## config.mk

```make
export PLATFORM = sky130hd
export DESIGN_NAME = bco_top
export DESIGN_NICKNAME = d
export VERILOG_FILES = /design/src/rtl/bco_pkg.sv /design/src/rtl/bco_colgen.sv /design/src/rtl/bco_seq.sv /design/src/rtl/bco_top.sv
export SDC_FILE = /design/constraint.sdc
export NUM_CORES = 1
export LEC_CHECK = 0
export BUFFER_PORTS_ARGS = -buffer_cell sky130_fd_sc_hd__buf_2
export CAP_MARGIN = 0
export CORE_UTILIZATION = 55
export DETAILED_ROUTE_END_ITERATION = 6
export GPL_ROUTABILITY_DRIVEN = 0
export HOLD_SLACK_MARGIN = 0.15
export PLACE_DENSITY = 0.85
export SYNTH_ARGS = -nofsm -noshare
export SYNTH_HDL_FRONTEND = slang
export SYNTH_HIERARCHICAL = 1
export SYNTH_SLANG_ARGS = --single-unit
```

## constraint.sdc

```tcl
create_clock -name clk -period 3.7 [get_ports clk]
set_input_delay 0.555 -clock clk [delete_from_list [all_inputs] [get_ports clk]]
set_output_delay 0.555 -clock clk [all_outputs]
set_load 0.005 [all_outputs]
```

## src/rtl/bco_pkg.sv

```systemverilog
package bco_pkg;
    localparam int MODE_W    = 7;
    localparam int LEN_LSB   = 0;
    localparam int LEN_W     = 3;
    localparam int ORDER_BIT = 3;
    localparam int CL_LSB    = 4;
    localparam int CL_W      = 3;

    typedef enum logic {
        ORD_SEQ = 1'b0,
        ORD_ILV = 1'b1
    } order_e;
endpackage

```

## src/rtl/bco_colgen.sv

```systemverilog
module bco_colgen #(
    parameter int COL_W   = 10,
    parameter int MAX_LOG = 3
) (
    input  logic [COL_W-1:0]   base_i,
    input  logic [2:0]         len_code_i,
    input  bco_pkg::order_e    order_i,
    input  logic [MAX_LOG-1:0] beat_i,
    output logic [COL_W-1:0]   col_o
);
    logic [MAX_LOG-1:0] low_base;
    logic [MAX_LOG-1:0] low_step;
    logic [MAX_LOG-1:0] low_mask;

    assign low_base = base_i[MAX_LOG-1:0];

    always_comb begin
        for (int b = 0; b < MAX_LOG; b++) begin
            low_mask[b] = (b < int'(len_code_i));
        end
        if (order_i == bco_pkg::ORD_ILV) begin
            low_step = low_base ^ beat_i;
        end else begin
            low_step = low_base + beat_i;
        end
    end

    assign col_o = {base_i[COL_W-1:MAX_LOG], (low_base & ~low_mask) | (low_step & low_mask)};
endmodule

```

## src/rtl/bco_seq.sv

```systemverilog
module bco_seq #(
    parameter int COL_W   = 10,
    parameter int MAX_LOG = 3
) (
    input  logic                       clk,
    input  logic                       rst_n,
    input  logic                       start_i,
    input  logic [COL_W-1:0]           start_col_i,
    input  logic [bco_pkg::MODE_W-1:0] mode_i,
    output logic                       busy_o,
    output logic                       last_o,
    output logic [MAX_LOG-2:0]         pair_idx_o,
    output logic [COL_W-1:0]           base_o,
    output logic [2:0]                 len_code_o,
    output bco_pkg::order_e            order_o,
    output logic [bco_pkg::CL_W-1:0]   rd_lat_o,
    output logic                       err_o
);
    localparam int CNT_W = MAX_LOG - 1;

    typedef struct packed {
        logic                     busy;
        logic [CNT_W-1:0]         cnt;
        logic [COL_W-1:0]         base;
        logic [2:0]               code;
        bco_pkg::order_e          order;
        logic [bco_pkg::CL_W-1:0] lat;
        logic                     err;
    } seq_state_t;

    seq_state_t st_d, st_q;
    logic [2:0]       req_code;
    logic             req_ok;
    logic [CNT_W-1:0] final_cnt;

    function automatic logic [CNT_W-1:0] pairs_minus_one(input logic [2:0] code);
        int n;
        n = (code == 3'd0) ? 0 : ((1 << (int'(code) - 1)) - 1);
        return CNT_W'(n);
    endfunction

    assign req_code  = mode_i[bco_pkg::LEN_LSB +: bco_pkg::LEN_W];
    assign req_ok    = (req_code != 3'd0) && (int'(req_code) <= MAX_LOG);
    assign final_cnt = pairs_minus_one(st_q.code);

    always_comb begin
        st_d     = st_q;
        st_d.err = 1'b0;
        if (!st_q.busy) begin
            if (start_i) begin
                if (req_ok) begin
                    st_d.busy  = 1'b1;
                    st_d.cnt   = '0;
                    st_d.base  = start_col_i;
                    st_d.code  = req_code;
                    st_d.order = bco_pkg::order_e'(mode_i[bco_pkg::ORDER_BIT]);
                    st_d.lat   = mode_i[bco_pkg::CL_LSB +: bco_pkg::CL_W];
                end else begin
                    st_d.err = 1'b1;
                end
            end
        end else if (st_q.cnt == final_cnt) begin
            st_d.busy = 1'b0;
        end else begin
            st_d.cnt = st_q.cnt + 1'b1;
        end
    end

    always_ff @(posedge clk or negedge rst_n) begin
        if (!rst_n) begin
            st_q <= '0;
        end else begin
            st_q <= st_d;
        end
    end

    assign busy_o     = st_q.busy;
    assign last_o     = st_q.busy && (st_q.cnt == final_cnt);
    assign pair_idx_o = st_q.cnt;
    assign base_o     = st_q.base;
    assign len_code_o = st_q.code;
    assign order_o    = st_q.order;
    assign rd_lat_o   = st_q.lat;
    assign err_o      = st_q.err;
endmodule

```

## src/rtl/bco_top.sv

```systemverilog
module bco_top #(
    parameter int COL_W   = 10,
    parameter int MAX_LOG = 3
) (
    input  logic                       clk,
    input  logic                       rst_n,
    input  logic                       start_i,
    input  logic [COL_W-1:0]           start_col_i,
    input  logic [bco_pkg::MODE_W-1:0] mode_i,
    output logic                       busy_o,
    output logic                       pair_valid_o,
    output logic [COL_W-1:0]           col_rise_o,
    output logic [COL_W-1:0]           col_fall_o,
    output logic                       pair_last_o,
    output logic [bco_pkg::CL_W-1:0]   rd_lat_o,
    output logic                       len_err_o
);
    logic [MAX_LOG-2:0] pair_idx;
    logic [COL_W-1:0]   base;
    logic [2:0]         len_code;
    bco_pkg::order_e    order;
    logic               busy;
    logic               last;
    logic [COL_W-1:0]   cols [2];

    bco_seq #(.COL_W(COL_W), .MAX_LOG(MAX_LOG)) u_seq (
        .clk        (clk),
        .rst_n      (rst_n),
        .start_i    (start_i),
        .start_col_i(start_col_i),
        .mode_i     (mode_i),
        .busy_o     (busy),
        .last_o     (last),
        .pair_idx_o (pair_idx),
        .base_o     (base),
        .len_code_o (len_code),
        .order_o    (order),
        .rd_lat_o   (rd_lat_o),
        .err_o      (len_err_o)
    );

    for (genvar g = 0; g < 2; g++) begin : g_edge
        bco_colgen #(.COL_W(COL_W), .MAX_LOG(MAX_LOG)) u_col (
            .base_i    (base),
            .len_code_i(len_code),
            .order_i   (order),
            .beat_i    ({pair_idx, 1'(g)}),
            .col_o     (cols[g])
        );
    end

    assign busy_o       = busy;
    assign pair_valid_o = busy;
    assign pair_last_o  = last;
    assign col_rise_o   = busy ? cols[0] : '0;
    assign col_fall_o   = busy ? cols[1] : '0;
endmodule

```

# --- After elaboration in Yosys (flattened, before gate mapping) ---
# Cells that the tools add are included.
word_totals:
  n_memories: 0
  ramBits: 0
  mem_bits_ro: 0
  input_bits: 20
  register_bits: 21
  out_inout_bits: 27
  latch_bits: 0
  wordCells: 48
classes:
  muxes: 12
  addsub: 5
  shifts: 1
  bitwise_logic: 9
  multipliers: 0
  div: 0
  n_reduce_logical: 8
  order_cmp: 4
  eq_ne: 2
ops:
  columns: ["cell", "n"]
  rows:
  - ["1-bit by 32-bit left shift with 2-bit output (first input constant)", 1]
  - ["21-bit 2-to-1 mux", 1]
  - ["10-bit 2-to-1 mux", 2]
  - ["20-bit 2-to-1 mux", 1]
  - ["3-bit bitwise AND", 3]
  - ["3-bit 2-to-1 mux", 3]
  - ["3-bit adder", 2]
  - ["1-bit by 3-bit < comparator with 1-bit output (first input constant)", 2]
  - ["3-bit OR", 2]
  - ["3-bit AND reduction", 2]
  - ["3-bit bitwise XOR", 2]
  - ["2-bit 2-to-1 mux", 2]
  - ["2-bit nonzero test", 2]
  - ["3-bit by 1-bit subtractor with 4-bit output (second input constant)", 1]
  - ["3-bit by 2-bit <= comparator with 1-bit output (second input constant)", 1]
  - ["3-bit zero test", 1]
  - ["2-bit by 3-bit < comparator with 1-bit output (first input constant)", 1]
  - ["1-bit 2-to-1 mux", 3]
  - ["3-bit inverter", 1]
  - ["3-bit nonzero test", 1]
  - ["2-bit by 1-bit adder with 2-bit output (second input constant)", 1]
  - ["2-bit equality test", 1]
  - ["1-bit logical AND", 2]
  - ["2-bit inequality test (second input constant)", 1]
  - ["2 further kinds", 2]

# --- Longest topological paths before layout ---
# Gate-level depths: netlist of the first run.
logic_depth:
  word_depth: 7
  mapped_depth: 7
  depth_no_buf: 7

# --- By module ---
# Netlist of the first run, hierarchy kept.
by_module_without_submodules:
  columns: ["module", "instances", "cells_per_inst", "area_each_um2", "seq_area_each_um2"]
  rows:
  - ["bco_seq", 1, 76, 933.4, 525.5]
  - ["bco_colgen at g_edge[1].u_col", 1, 24, 198.9, 0.0]
  - ["bco_colgen at g_edge[0].u_col", 1, 25, 185.2, 0.0]
  - ["bco_top", 1, 25, 168.9, 0.0]

# --- Worst setup path after synthesis of the first run ---
# Ideal clock, no wire load.
synth_timing:
  path_kind: "register -> output"
  start: "register u_seq.st_q (netlist bit u_seq/base_o[1])"
  end: "output port col_rise_o[2]"
  slack_ns: 1.467
  t_arrival_ns: 1.678
  n_path_buf: 0
  path_stages_with_launch: 7
  cell_sequence: "dfrtp_1 > inv_1 > fa_1 > or3_1 > a21oi_2 > xor2_1 > and2_1"
synth_lines:
  columns: ["element", "line", "rtl"]
  rows:
  - ["start, declared", "bco_seq.sv:31", "seq_state_t st_d, st_q;"]
  - ["start signal, assigned", "bco_seq.sv:73", "st_q <= st_d;"]
  - ["end, declared", "bco_top.sv:12", "output logic [COL_W-1:0] col_rise_o,"]

==> results of run 1 <==
-- worst max-delay path: stages, from the launching register on --
cell	delay, ns
dfrtp_1	0.60
inv_1	0.12
fa_1	0.42
or3_1	0.35
a21oi_2	0.17
xor2_1	0.14
and2_1	0.12
buf_2	0.10
-- Yosys cell counts, types with 2 or more instances --
cell type  number  area share, %
o21ai_0         3            1.0
nor2b_1         4            1.7
fa_1            2            2.7
conb_1          2           0.51
a21o_1          2            1.0
buf_6           2            1.5
mux2i_1         2            1.3
inv_1           7            1.8
nor3_1          3            1.0
buf_4          16            8.1
a21oi_2         2            1.2
dfrtp_1        21             35
and2_2          5            2.5
o21ai_1         2           0.67
a211oi_1        2            1.0
nand2b_1        2           0.84
nor2_1          8            2.0
and2_1         16            6.7
nand2_1         7            1.8
a21oi_1         2           0.67
ha_1            6            5.1
mux2_2         15             11
-- power groups by stage --
stage / registers, mW / logic (mW) / clock network (mW)
5_1_grt: 0.522 / 0.817 / 0.120
2_1_floorplan: 0.451 / 0.649 / 0
3_3_place_gp: 0.491 / 0.685 / 0
6_report: 0.499 / 0.723 / 0.107
4_1_cts: 0.500 / 0.724 / 0.112
3_5_place_dp: 0.506 / 0.719 / 0
-- path summary, 6_finish.rpt --
kind	startpoint	end	slack, ns	cells after the start
worst max register to register	u_seq/len_code_o[1]	u_seq/pair_idx_o[1]	1.67	7
worst min register to register	u_seq/rd_lat_o[2]	u_seq/rd_lat_o[2]	0.51	1
min in group clk	mode_i[0]	u_seq/len_code_o[0]	0.48	3
max in group asynchronous	rst_n	u_seq/base_o[4]	3.20	1
worst min-delay path	rst_n	u_seq/base_o[8]	0.19	1
worst max-delay path	u_seq/pair_idx_o[0]	col_rise_o[2]	0.81	7
-- cell type report --
class	instances	share of cell area, %
multi-input cells	102	47.8
repair buffers	47	14.5
clock inverters	1	0.306
flip-flops and latches	21	32.1
well taps	30	2.29
clock buffers	3	1.38
inverters	7	1.60
-- sequential cells by signal, summed over array words and instances, names as in the netlist --
signal	cells
u_seq/order_o	1
u_seq/len_code_o	3
u_seq/err_o	1
u_seq/busy_o	1
u_seq/rd_lat_o	3
u_seq/base_o	10
u_seq/pair_idx_o	2
-- layer usage --
| metal | share of wire [%] | up-vias | global-route usage (%) |
|---|---|---|---|
| li1 | - | 558 | - |
| met1 | 43 | 542 | 23.0 |
| met2 | 52 | 34 | 35.4 |
| met3 | 3.9 | 6 | 2.54 |
| met4 | 1.4 | 0 | 11.1 |
| met5 | 0 | - | 0 |
-- cells by family after synthesis --
logic type,Yosys count,synth area share [%]
AND/OR/NAND/NOR,52,20.3
buffers and inverters,27,12.0
flip-flops,21,35.4
AO/OA/AOI/OAI,20,9.51
multiplexers,18,13.5
adder cells (fa/ha/maj),8,7.74
other,2,0.505
XOR/XNOR,2,1.18
==> flow_summary.ini, run 1 <==
[logic_synthesis]
async_reset_ff_share_pct = 100
syn_area_sq_mm = 0.00149
avgSynthCellArea_sq_um = 9.91
synth_cell_type_count = 41
synth_nets = 178
synthCells = 150
synth_edf_count = 0
ys_warn_count = 6
ys_seq_elements = 21
ys_seq_area_share_pct = 35.4
synth_ff_type = dfrtp_1

[sta]
period_needed_ns = 2.89
fin_crit_sh_pct = 78.0
max_slew_margin_pct = 54.7
fin_ws_ns = 0.814
slew_viol_final = 0
rsz0062_at_grt = false
finalClockSkew_ns = 0.00196
tns_ns = 0
fmax_mhz = 346
worst_slew_pin_slew_ns = 0.680
setup_viol = 0
hold_viol_final = 0
hold_slack_ns = 0.190

[pwr]
p_per_area_mw_per_mm2 = 812
comb_power_share_pct = 54.4
clockPowerShare_pct = 8.0
ir_worst_vdd_uv = 569
seqPwrFrac_pct = 37.6
total_power_mw = 1.33
p_sw_share_pct = 41.2
p_leak_nw = 0.827
p_switching_mw = 0.548
intPower_mw = 0.781

[critical_path]
startpoint_type = register
required_ns = 3.14
crit_arrival_ns = 2.33
criticalPathCategory = reg -> out
cp-end-kind = output pin
cp_max_fo = 11

[cts]
cts_tree = yes
cts.sinks = 21
clk_latency_ns = 0.30
cts_max_path_buffers = 2
ctsHoldBuffers = 0
cts.root.buffer_cell = clkbuf_4
htree_levels = 1
clk_pin_slew_worst_paths_ns = 0.11
post_cts_resized = 0
post-cts-setup-buffers = 0
numCtsBuffers = 3

[floorplan]
rows = 18
die_h_um = 54.0
ios = 47
die-area_sq_mm = 0.00291
fp.dieW_um = 54.0
core_area_sq_mm = 0.00252
start_util_pct = 58.9

[finish]
final_util_pct = 64.9
fin_area_sq_mm = 0.00164
final_common_cell = buf_2
final_cell_mix = 46 x buf_2, 21 x dfrtp_1, 16 x and2_1
fillCellCount = 199
syn_to_final_growth_pct = 10.2
antenna_cells = 0
regArea_sq_um = 526
drive_gt1_share_pct = 41.4
fin_nets = 210
fin_cells = 211
multiInputGateArea_sq_um = 783

[routing]
drt_iter0_drc = 29
firstDrtPassIters = 4
via_count = 1140
route.detailed.drc = 0
drt-total-wl_um = 2780
wl_per_cell_um = 13.2
via_per_inst = 5.40
ant_nets = 0

[placement]
hpwlAfterDp_um = 2090
place_ws_ns = 1.15
portBuffers = 46
dp_cells = 207
place_area_sq_mm = 0.00161

[grt]
antenna_found_initial = 0
grt_pass1_wl_um = 4170
track_usage_pct = 20.0
grt_overflow_total = 0
grt_pass1_vias = 1009
grt_start_max_net_pins = 30

[job]
cap_violations = 0

[worst_hold_path]
hold_class = in -> async

[outcome]
status = completed
No activity file was read; power rests on OpenSTA's default activity.
==> inputs of run 2 (changes only) <==
Settings changed: CORE_UTILIZATION 55 to 46, PLACE_DENSITY 0.85 to 0.76.
Clock period 3.7 ns to 2.4 ns, I/O delays scaled along.
==> run 2 against run 1 <==
Against the previous run: the flow now finishes with violations (negative setup slack); clock power grew 62%; register-to-register slack lost 1.1 ns; via count grew 3.9%; critical path depth is the same; sequential power grew 36%; die area grew 19%; largest cell class unchanged.
==> flow_summary.ini, run 2 (synthesis gave the netlist of run 1 again) <==
[placement]
portBuffers = 46
place_ws_ns = 0.166
dp_cells = 224
hpwlAfterDp_um = 2180

[sta]
finalClockSkew_ns = 0.0117
rsz0062_at_grt = true
hold_viol_final = 0
fmax_mhz = 415
period_needed_ns = 2.41
fin_ws_ns = -0.0116
slew_viol_final = 0
setup_viol = 1
fin_crit_sh_pct = 100

[critical_path]
r2r_cells = 7
criticalPathCategory = reg -> out
cp_max_fo = 5
r2r_end = u_seq/pair_idx_o[1]
crit_arrival_ns = 2.05
rr_startpoint = u_seq/len_code_o[0]
startpoint = u_seq/base_o[1]
startpoint_type = register
rrSetupSlack_ns = 0.55
cp-end-kind = output pin
required_ns = 2.04

[finish]
final_util_pct = 57.9
fin_nets = 220
drive_gt1_share_pct = 49.7
largest_register_ffs = 10
final_common_cell = buf_2
syn_to_final_growth_pct = 18.9
antenna_cells = 0
final_cell_mix = 45 x buf_2, 17 x dfrtp_1, 16 x and2_1
fin_cells = 235

[floorplan]
start_util_pct = 48.7
fp.dieW_um = 58.8
rows = 20
die-area_sq_mm = 0.00346
core_area_sq_mm = 0.00305
ios = 47
die_h_um = 58.8

[cts]
cts_max_path_buffers = 2
cts.sinks = 21
cts_tree = yes
htree_levels = 1
cts.root.buffer_cell = clkbuf_4
clk_latency_ns = 0.31
numCtsBuffers = 3
clk_pin_slew_worst_paths_ns = 0.13

[job]
cap_violations = 0

[grt]
grt_overflow_total = 0
grt_pass1_wl_um = 4640
antenna_found_initial = 0
met1_usage_pct = 20.7
grt_pass1_vias = 1103
top_usage_layer = met2
grt_start_max_net_pins = 29
grt_util_met3_pct = 4.18
track_usage_pct = 18.3
met2_usage_pct = 33.6

[pwr]
p_leak_nw = 0.871
p_per_area_mw_per_mm2 = 1260
total_power_mw = 2.23
ir_worst_vdd_uv = 642

[outcome]
violations = negative setup slack
status = finished, violations left

[worst_hold_path]
hold_class = in -> reg
min_path_cells = 2
worstHoldStart = mode_i[6]
hold-path-endpoint = u_seq/rd_lat_o[2]

[routing]
via_per_inst = 5.04
ant_nets = 0
drt_iter0_drc = 54
drt-total-wl_um = 2970
wl_per_cell_um = 12.6
via_count = 1184
route.detailed.drc = 0
firstDrtPassIters = 4
==> run 2: worst max-delay path by stage <==
stage,cells past startpoint,endpoint
after floorplan,6,col_rise_o[2]
after CTS,7,col_fall_o[2]
final,7,col_fall_o[2]
after global routing,7,col_fall_o[2]
after detailed placement,7,col_fall_o[2]
after global placement,7,col_fall_o[2]
==> run 2: metal layers <==
layer  routed length [um]  up-vias
met1                 1200      579
met4                   39        0
met3                  120        4
met5                    0        -
met2                 1610       32
li1                     -      569
==> run 2: critical path, cell delays in order (launching register included) <==
cell and delay [ns]:
dfrtp_2 0.46, buf_6 0.13, fa_2 0.37, and4b_1 0.22, a221oi_2 0.17, o211ai_1 0.11, and2_4 0.17, buf_6 0.10
==> run 2: repair_timing <==
item	CTS	global route
setup buffers	5	1
resized for setup	12	2
hold buffers	1	0
setup endpoints to repair	3	3
pin swaps	5	5
hold endpoints to repair	21	0
==> run 2: area by class of cell <==
type                       count  area (sq um)
clock inverter                 1          5.00
fill                         277          1280
multi-input combinational    102           803
timing repair buffer          57           325
clock buffer                   3          22.5
sequential                    21           531
inverter                       7          26.3
tap                           44          55.1
==> run 2: stage by stage <==
step / cell area, sq um / TNS, ns / hold slack, ns
after global routing: 1770 / -0.143 / 0.267
after CTS: 1760 / -0.0161 / 0.273
after floorplan: 1490 / 0 / 0.0644
after detailed placement: 1650 / 0 / 0.351
after global placement: 1650 / 0 / 0.340
final: 1770 / -0.0116 / 0.276
==> run 2: where the power goes <==
group | internal [mW] | leakage, nW | switching [mW]
registers | 0.526 | 0.249 | 0.155
logic | 0.750 | 0.605 | 0.629
clock network | 0.0622 | 0.0177 | 0.111
total | 1.34 | 0.871 | 0.895
